$ cat config.mk
export PLATFORM = sky130hd
export DESIGN_NAME = phy_led_strap
export DESIGN_NICKNAME = d
export VERILOG_FILES = /design/src/rtl/phy_led_pkg.sv /design/src/rtl/led_blink_prescaler.sv /design/src/rtl/led_event_hold.sv /design/src/rtl/led_strap_ctrl.sv /design/src/rtl/phy_led_strap.sv
export SDC_FILE = /design/constraint.sdc
export NUM_CORES = 1
export LEC_CHECK = 0
export BUFFER_PORTS_ARGS = -buffer_cell sky130_fd_sc_hd__buf_2
export CAP_MARGIN = 10
export CORE_UTILIZATION = 40
export CTS_BUF_LIST = sky130_fd_sc_hd__clkbuf_4
export CTS_CLUSTER_SIZE = 10
export DETAILED_ROUTE_END_ITERATION = 12
export PLACE_DENSITY = 0.64
export SLEW_MARGIN = 15
export SYNTH_ARGS = -nofsm -noshare
export SYNTH_HDL_FRONTEND = slang
export SYNTH_SLANG_ARGS = --single-unit
$ cat constraint.sdc
create_clock -name clk -period 3.35 [get_ports clk]
set_input_delay 0.67 -clock clk [delete_from_list [all_inputs] [get_ports clk]]
set_output_delay 0.67 -clock clk [all_outputs]
set_load 0.005 [all_outputs]
$ cat src/rtl/phy_led_pkg.sv
package phy_led_pkg;
  localparam int NUM_PADS = 5;
  localparam int STATUS_W = 8;
  localparam int STATUS_LSB = 3;

  localparam int PAD_SPD10 = 4;
  localparam int PAD_ACT   = 3;
  localparam int PAD_LINK  = 2;
  localparam int PAD_DPX   = 1;
  localparam int PAD_SPD100 = 0;

  typedef enum logic {
    PH_SETTLE = 1'b0,
    PH_RUN    = 1'b1
  } pad_phase_e;
endpackage

$ cat src/rtl/led_blink_prescaler.sv
module led_blink_prescaler #(
  parameter int HALF_CYC = 100
) (
  input  logic clk,
  input  logic rst_n,
  output logic blink
);
  localparam int CW = (HALF_CYC > 1) ? $clog2(HALF_CYC) : 1;
  localparam logic [CW-1:0] LAST = CW'(HALF_CYC - 1);

  logic [CW-1:0] cnt_q, cnt_d;
  logic          blink_q, blink_d;
  logic          wrap;

  always_comb begin
    wrap    = (cnt_q == LAST);
    cnt_d   = wrap ? '0 : cnt_q + 1'b1;
    blink_d = wrap ? ~blink_q : blink_q;
  end

  always_ff @(posedge clk or negedge rst_n) begin
    if (!rst_n) begin
      cnt_q   <= '0;
      blink_q <= 1'b0;
    end else begin
      cnt_q   <= cnt_d;
      blink_q <= blink_d;
    end
  end

  assign blink = blink_q;
endmodule

$ cat src/rtl/led_event_hold.sv
module led_event_hold #(
  parameter int HOLD_CYC = 200
) (
  input  logic clk,
  input  logic rst_n,
  input  logic event_in,
  output logic hold_active
);
  localparam int CW = $clog2(HOLD_CYC + 1);
  localparam logic [CW-1:0] LOAD = CW'(HOLD_CYC);

  logic [CW-1:0] cnt_q, cnt_d;
  logic          cnt_en;

  always_comb begin
    cnt_en = event_in || (cnt_q != '0);
    if (event_in) cnt_d = LOAD;
    else          cnt_d = cnt_q - 1'b1;
  end

  always_ff @(posedge clk or negedge rst_n) begin
    if (!rst_n)      cnt_q <= '0;
    else if (cnt_en) cnt_q <= cnt_d;
  end

  assign hold_active = (cnt_q != '0);
endmodule

$ cat src/rtl/led_strap_ctrl.sv
module led_strap_ctrl
  import phy_led_pkg::*;
#(
  parameter int SETTLE_CYC = 16
) (
  input  logic                clk,
  input  logic                rst_n,
  input  logic [NUM_PADS-1:0] pad_in,
  output logic                run,
  output logic [NUM_PADS-1:0] strap
);
  localparam int CW = (SETTLE_CYC > 1) ? $clog2(SETTLE_CYC) : 1;
  localparam logic [CW-1:0] LAST = CW'(SETTLE_CYC - 1);

  pad_phase_e          phase_q, phase_d;
  logic [CW-1:0]       cnt_q, cnt_d;
  logic [NUM_PADS-1:0] strap_q;
  logic                capture;

  always_comb begin
    phase_d = phase_q;
    cnt_d   = cnt_q;
    capture = 1'b0;
    if (phase_q == PH_SETTLE) begin
      if (cnt_q == LAST) begin
        capture = 1'b1;
        phase_d = PH_RUN;
      end else begin
        cnt_d = cnt_q + 1'b1;
      end
    end
  end

  always_ff @(posedge clk or negedge rst_n) begin
    if (!rst_n) begin
      phase_q <= PH_SETTLE;
      cnt_q   <= '0;
    end else begin
      phase_q <= phase_d;
      cnt_q   <= cnt_d;
    end
  end

  always_ff @(posedge clk or negedge rst_n) begin
    if (!rst_n)       strap_q <= '0;
    else if (capture) strap_q <= pad_in;
  end

  assign run   = (phase_q == PH_RUN);
  assign strap = strap_q;
endmodule

$ cat src/rtl/phy_led_strap.sv
module phy_led_strap
  import phy_led_pkg::*;
#(
  parameter int CLK_HZ     = 50_000_000,
  parameter int SETTLE_CYC = 16
) (
  input  logic                clk,
  input  logic                rst_n,
  input  logic [NUM_PADS-1:0] pad_in,
  output logic [NUM_PADS-1:0] pad_out,
  output logic [NUM_PADS-1:0] pad_oe,
  input  logic                link_good,
  input  logic                speed_100,
  input  logic                full_duplex,
  input  logic                collision,
  input  logic                activity,
  output logic [STATUS_W-1:0] strap_status
);
  localparam int HALF_10 = CLK_HZ / 20;
  localparam int HALF_20 = CLK_HZ / 40;
  localparam int HOLD_ACT = 2 * HALF_10;
  localparam int HOLD_COL = 2 * HALF_20;

  logic rst_meta_q, rst_sync_q;

  always_ff @(posedge clk or negedge rst_n) begin
    if (!rst_n) begin
      rst_meta_q <= 1'b0;
      rst_sync_q <= 1'b0;
    end else begin
      rst_meta_q <= 1'b1;
      rst_sync_q <= rst_meta_q;
    end
  end

  logic                run;
  logic [NUM_PADS-1:0] strap;
  logic                blink10, blink20;
  logic                act_hold, col_hold;
  logic [NUM_PADS-1:0] led_on;

  led_strap_ctrl #(.SETTLE_CYC(SETTLE_CYC)) u_strap (
    .clk    (clk),
    .rst_n  (rst_sync_q),
    .pad_in (pad_in),
    .run    (run),
    .strap  (strap)
  );

  led_blink_prescaler #(.HALF_CYC(HALF_10)) u_blink10 (
    .clk   (clk),
    .rst_n (rst_sync_q),
    .blink (blink10)
  );

  led_blink_prescaler #(.HALF_CYC(HALF_20)) u_blink20 (
    .clk   (clk),
    .rst_n (rst_sync_q),
    .blink (blink20)
  );

  led_event_hold #(.HOLD_CYC(HOLD_ACT)) u_act_hold (
    .clk         (clk),
    .rst_n       (rst_sync_q),
    .event_in    (activity),
    .hold_active (act_hold)
  );

  led_event_hold #(.HOLD_CYC(HOLD_COL)) u_col_hold (
    .clk         (clk),
    .rst_n       (rst_sync_q),
    .event_in    (collision),
    .hold_active (col_hold)
  );

  always_comb begin
    led_on              = '0;
    led_on[PAD_SPD10]   = link_good && !speed_100;
    led_on[PAD_SPD100]  = link_good && speed_100;
    led_on[PAD_LINK]    = link_good;
    led_on[PAD_ACT]     = act_hold && blink10;
    led_on[PAD_DPX]     = full_duplex || (col_hold && blink20);
  end

  genvar gi;
  generate
    for (gi = 0; gi < NUM_PADS; gi++) begin : g_pad
      assign pad_oe[gi]  = run;
      assign pad_out[gi] = run ? (led_on[gi] ^ strap[gi]) : 1'b0;
      assign strap_status[STATUS_LSB + gi] = strap[gi];
    end
    if (STATUS_LSB > 0) begin : g_low
      assign strap_status[STATUS_LSB-1:0] = '0;
    end
  endgenerate
endmodule

==> insert_results.sql <==
INSERT INTO impl_metrics (metric_group, metric, value, unit) VALUES
('detailed_routing', 'detail_route.vias_per_cell', '5.22', ''),
('power', 'share_comb_of_total_power', '8.9', '%'),
('die', 'fp-row-count', '40', ''),
('timing', 'max_transition_margin', '29.2', '%'),
('clock_network', 'cts.clk_slew.worst_paths', '0.16', 'ns'),
('critical_path', 'cp_max_fo', '8', ''),
('power', 'power.switching', '0.568', 'mW'),
('timing', 'transition_at_the_pin_with_the_smallest_max_transition_slack', '1.05', 'ns'),
('clock_network', 'clock_path_buffers', '2', ''),
('timing', 'final_min_period_over_clock_period', '94.4', '%'),
('clock_network', 'clk-insertion-delay-late', '0.46', 'ns'),
('power', 'clockPowerShare', '32.0', '%'),
('final_layout', 'finalNonFillerCells', '693', ''),
('yosys', 'synth-edff-count', '0', ''),
('die', 'die_width', '115', 'µm'),
('yosys', 'syn-instance-count', '494', ''),
('critical_path', 'rr_startpoint', 'u_col_hold.cnt_q[8]', ''),
('global_route', 'overflow', '0', ''),
('run_status', 'outcome', 'complete, no violations', ''),
('clock_network', 'cts.root.buffer_cell', 'clkbuf_4', ''),
('final_layout', 'layout.core_utilization', '45.3', '%'),
('detailed_routing', 'drt_first_pass_iters', '6', ''),
('timing', 'hold_viol_final', '0', ''),
('global_route', 'grt_pass1_vias', '3438', ''),
('final_layout', 'antenna_cells', '0', ''),
('critical_path', 'worst_r2r_path_depth', '4', ''),
('die', 'num_io_pins', '30', ''),
('timing', 'clock-skew-final', '0.0294', 'ns'),
('global_route', 'grt.total_usage', '15.0', '%'),
('critical_path', 'worst_path_class_setup', 'reg -> out', ''),
('critical_path', 'cp-start-kind', 'flip-flop', ''),
('run', 'maxCapViolations', '0', ''),
('timing', 'final_critical_path_time_including_i_o_delays_and_setup', '3.16', 'ns'),
('critical_path', 'critPathRequiredTime', '2.68', 'ns'),
('power', 'power_report.internal_total', '1.68', 'mW'),
('worst_hold_path', 'holdCritPathClass', 'reg -> reg', ''),
('timing', 'timing.setup.tns', '0', 'ns'),
('timing', 'layout_setup_ws', '0.188', 'ns'),
('place', 'dp.final_hpwl', '6.42', 'mm'),
('detailed_routing', 'detail_route.drc_violations', '0', ''),
('yosys', 'synth_area', '0.00508', 'mm²'),
('critical_path', 'kind_of_capture_point_of_the_worst_setup_path', 'output port', ''),
('final_layout', 'layout_commonest_cell', 'dfrtp_1', ''),
('yosys', 'synth-async-reset-ratio', '100', '%'),
('die', 'design.die.area', '0.0132', 'mm²'),
('yosys', 'prevailing_post_synth_register_cell', 'dfrtp_1', ''),
('worst_hold_path', 'startpoint_of_the_most_critical_hold_path', 'rst_meta_q', ''),
('die', 'fp.dieH', '115', 'µm'),
('power', 'switching_share', '25.3', '%'),
('detailed_routing', 'detail_route.wirelength', '9.14', 'mm'),
('die', 'core-area', '0.0122', 'mm²'),
('detailed_routing', 'via_count', '3618', ''),
('place', 'dpl_worst_slack', '0.493', 'ns'),
('timing', 'pins_over_their_slew_limit', '0', ''),
('place', 'placement.io_buffers', '26', ''),
('yosys', 'seq_area_frac_synth', '50.2', '%'),
('global_route', 'grt_start_max_net_pins', '65', ''),
('yosys', 'netlist-cell-type-count', '55', ''),
('place', 'dpl.cell_count', '676', ''),
('clock_network', 'clock_sinks', '102', ''),
('detailed_routing', 'initialDrtViolationCount', '226', ''),
('global_route', 'number_of_antenna_violations_at_the_first_check_in_global_routing', '0', ''),
('yosys', 'netlist.area_leader.share', '50.2', '%'),
('worst_hold_path', 'worstHoldPathCells', '0', ''),
('power', 'ir_drop', '280', 'µV'),
('yosys', 'yosysTopAreaCell', 'dfrtp_1', ''),
('timing', 'final-setup-viol-count', '0', ''),
('power', 'leakage', '2.30', 'nW'),
('timing', 'rsz0062_at_grt', 'false', ''),
('final_layout', 'num-nets-final', '537', ''),
('timing', 'max_freq', '0.316', 'GHz');
[critical path: stages (launching register included)]
cell and delay, ns:
dfrtp_1 0.46, nor4_4 0.47, nand3_1 0.23, o31a_1 0.29, or3_1 0.29, and3_1 0.18
buf_2 0.12
[kinds of logic (layout without fill, tap and decap cells)]
kind of cell | count (synthesis) | in the layout | synth area share (%)
xor gates and xnor gates | 64 | 64 | 11.0
other | 2 | 4 | 0.148
adders and majority gates | 5 | 5 | 1.23
DFF | 102 | 102 | 50.2
and+or+nand+nor | 222 | 222 | 24.1
buffers and inverters | 31 | 60 | 3.10
muxes | 13 | 13 | 2.76
AOI/OAI and AO/OA | 55 | 55 | 7.34
[state kept, by name, summed over array words and instances, names as in the netlist]
signal            cells
rst_meta_q            1
rst_sync_q            1
u_act_hold.cnt_q     23
u_blink10.blink       1
u_blink10.cnt_q      22
u_blink20.blink       1
u_blink20.cnt_q      21
u_col_hold.cnt_q     22
u_strap.cnt_q         4
u_strap.run           1
u_strap.strap         5
[worst max-delay path by stage]
stage | startpoint | end | slack, ns
after floorplan | rst_sync_q | u_act_hold.cnt_q[0] | 0.30
after global placement | u_act_hold.cnt_q[13] | pad_out[3] | 0.52
after detailed placement | u_act_hold.cnt_q[13] | pad_out[3] | 0.49
after CTS | u_act_hold.cnt_q[13] | pad_out[3] | 0.05
after global routing | u_col_hold.cnt_q[4] | pad_out[1] | 0.02
final | u_col_hold.cnt_q[4] | pad_out[1] | 0.19
[per-layer routing]
layer,wire [µm],global-route usage [%],vias up
met5,0,0,-
met4,153,4.85,0
met3,257,3.60,14
met2,4300,24.8,51
met1,4430,19.5,1761
li1,-,-,1792
[through the flow]
stage / area (µm²) / hold slack [ns]
2_1_floorplan: 5090 / 0.331
3_5_place_dp: 5360 / 0.340
5_1_grt: 5540 / 0.393
3_3_place_gp: 5360 / 0.340
4_1_cts: 5530 / 0.380
6_report: 5540 / 0.377
[cells in the mapped netlist (all sizes together) (6+ instances only)]
| master | number |
|---|---|
| and3 | 7 |
| xor2 | 30 |
| nor3 | 16 |
| clkbuf | 7 |
| xnor2 | 34 |
| o21ai | 15 |
| and2 | 6 |
| inv | 12 |
| nor4b | 6 |
| nor4 | 14 |
| nor2 | 62 |
| buf | 12 |
| or3 | 9 |
| nand3 | 28 |
| dfrtp | 102 |
| a21oi | 11 |
| nor2b | 7 |
| nand2b | 11 |
| or4 | 6 |
| nand2 | 20 |
| mux2 | 8 |
| nand4 | 18 |
[power groups by stage]
stage / Sequential [mW] / Combinational [mW] / Clock [mW]
floorplan: 1.35 / 0.148 / 0
global placement: 1.35 / 0.196 / 0
detailed placement: 1.36 / 0.199 / 0
CTS: 1.33 / 0.201 / 0.750
global route: 1.34 / 0.224 / 0.792
finish: 1.33 / 0.200 / 0.719
[timing repair]
action                                  in CTS  in global routing
gates resized for setup                      1                  1
hold buffers                                 1                  0
endpoints found under the setup margin       1                  1
hold endpoints to repair                     2                  0
buffers inserted                             0                  0
[final cells by class]
| type | instances | area (µm²) | share of cell area, % |
|---|---|---|---|
| sequential | 102 | 2560 | 46.2 |
| multi-input combinational | 363 | 2380 | 43.0 |
| tap | 168 | 210 | 3.80 |
| timing repair buffer | 32 | 178 | 3.21 |
| clock inverter | 5 | 83.8 | 1.51 |
| clock buffer | 11 | 82.6 | 1.49 |
| inverter | 12 | 45.0 | 0.814 |
Note: power is estimated with default switching activity, not from simulation.
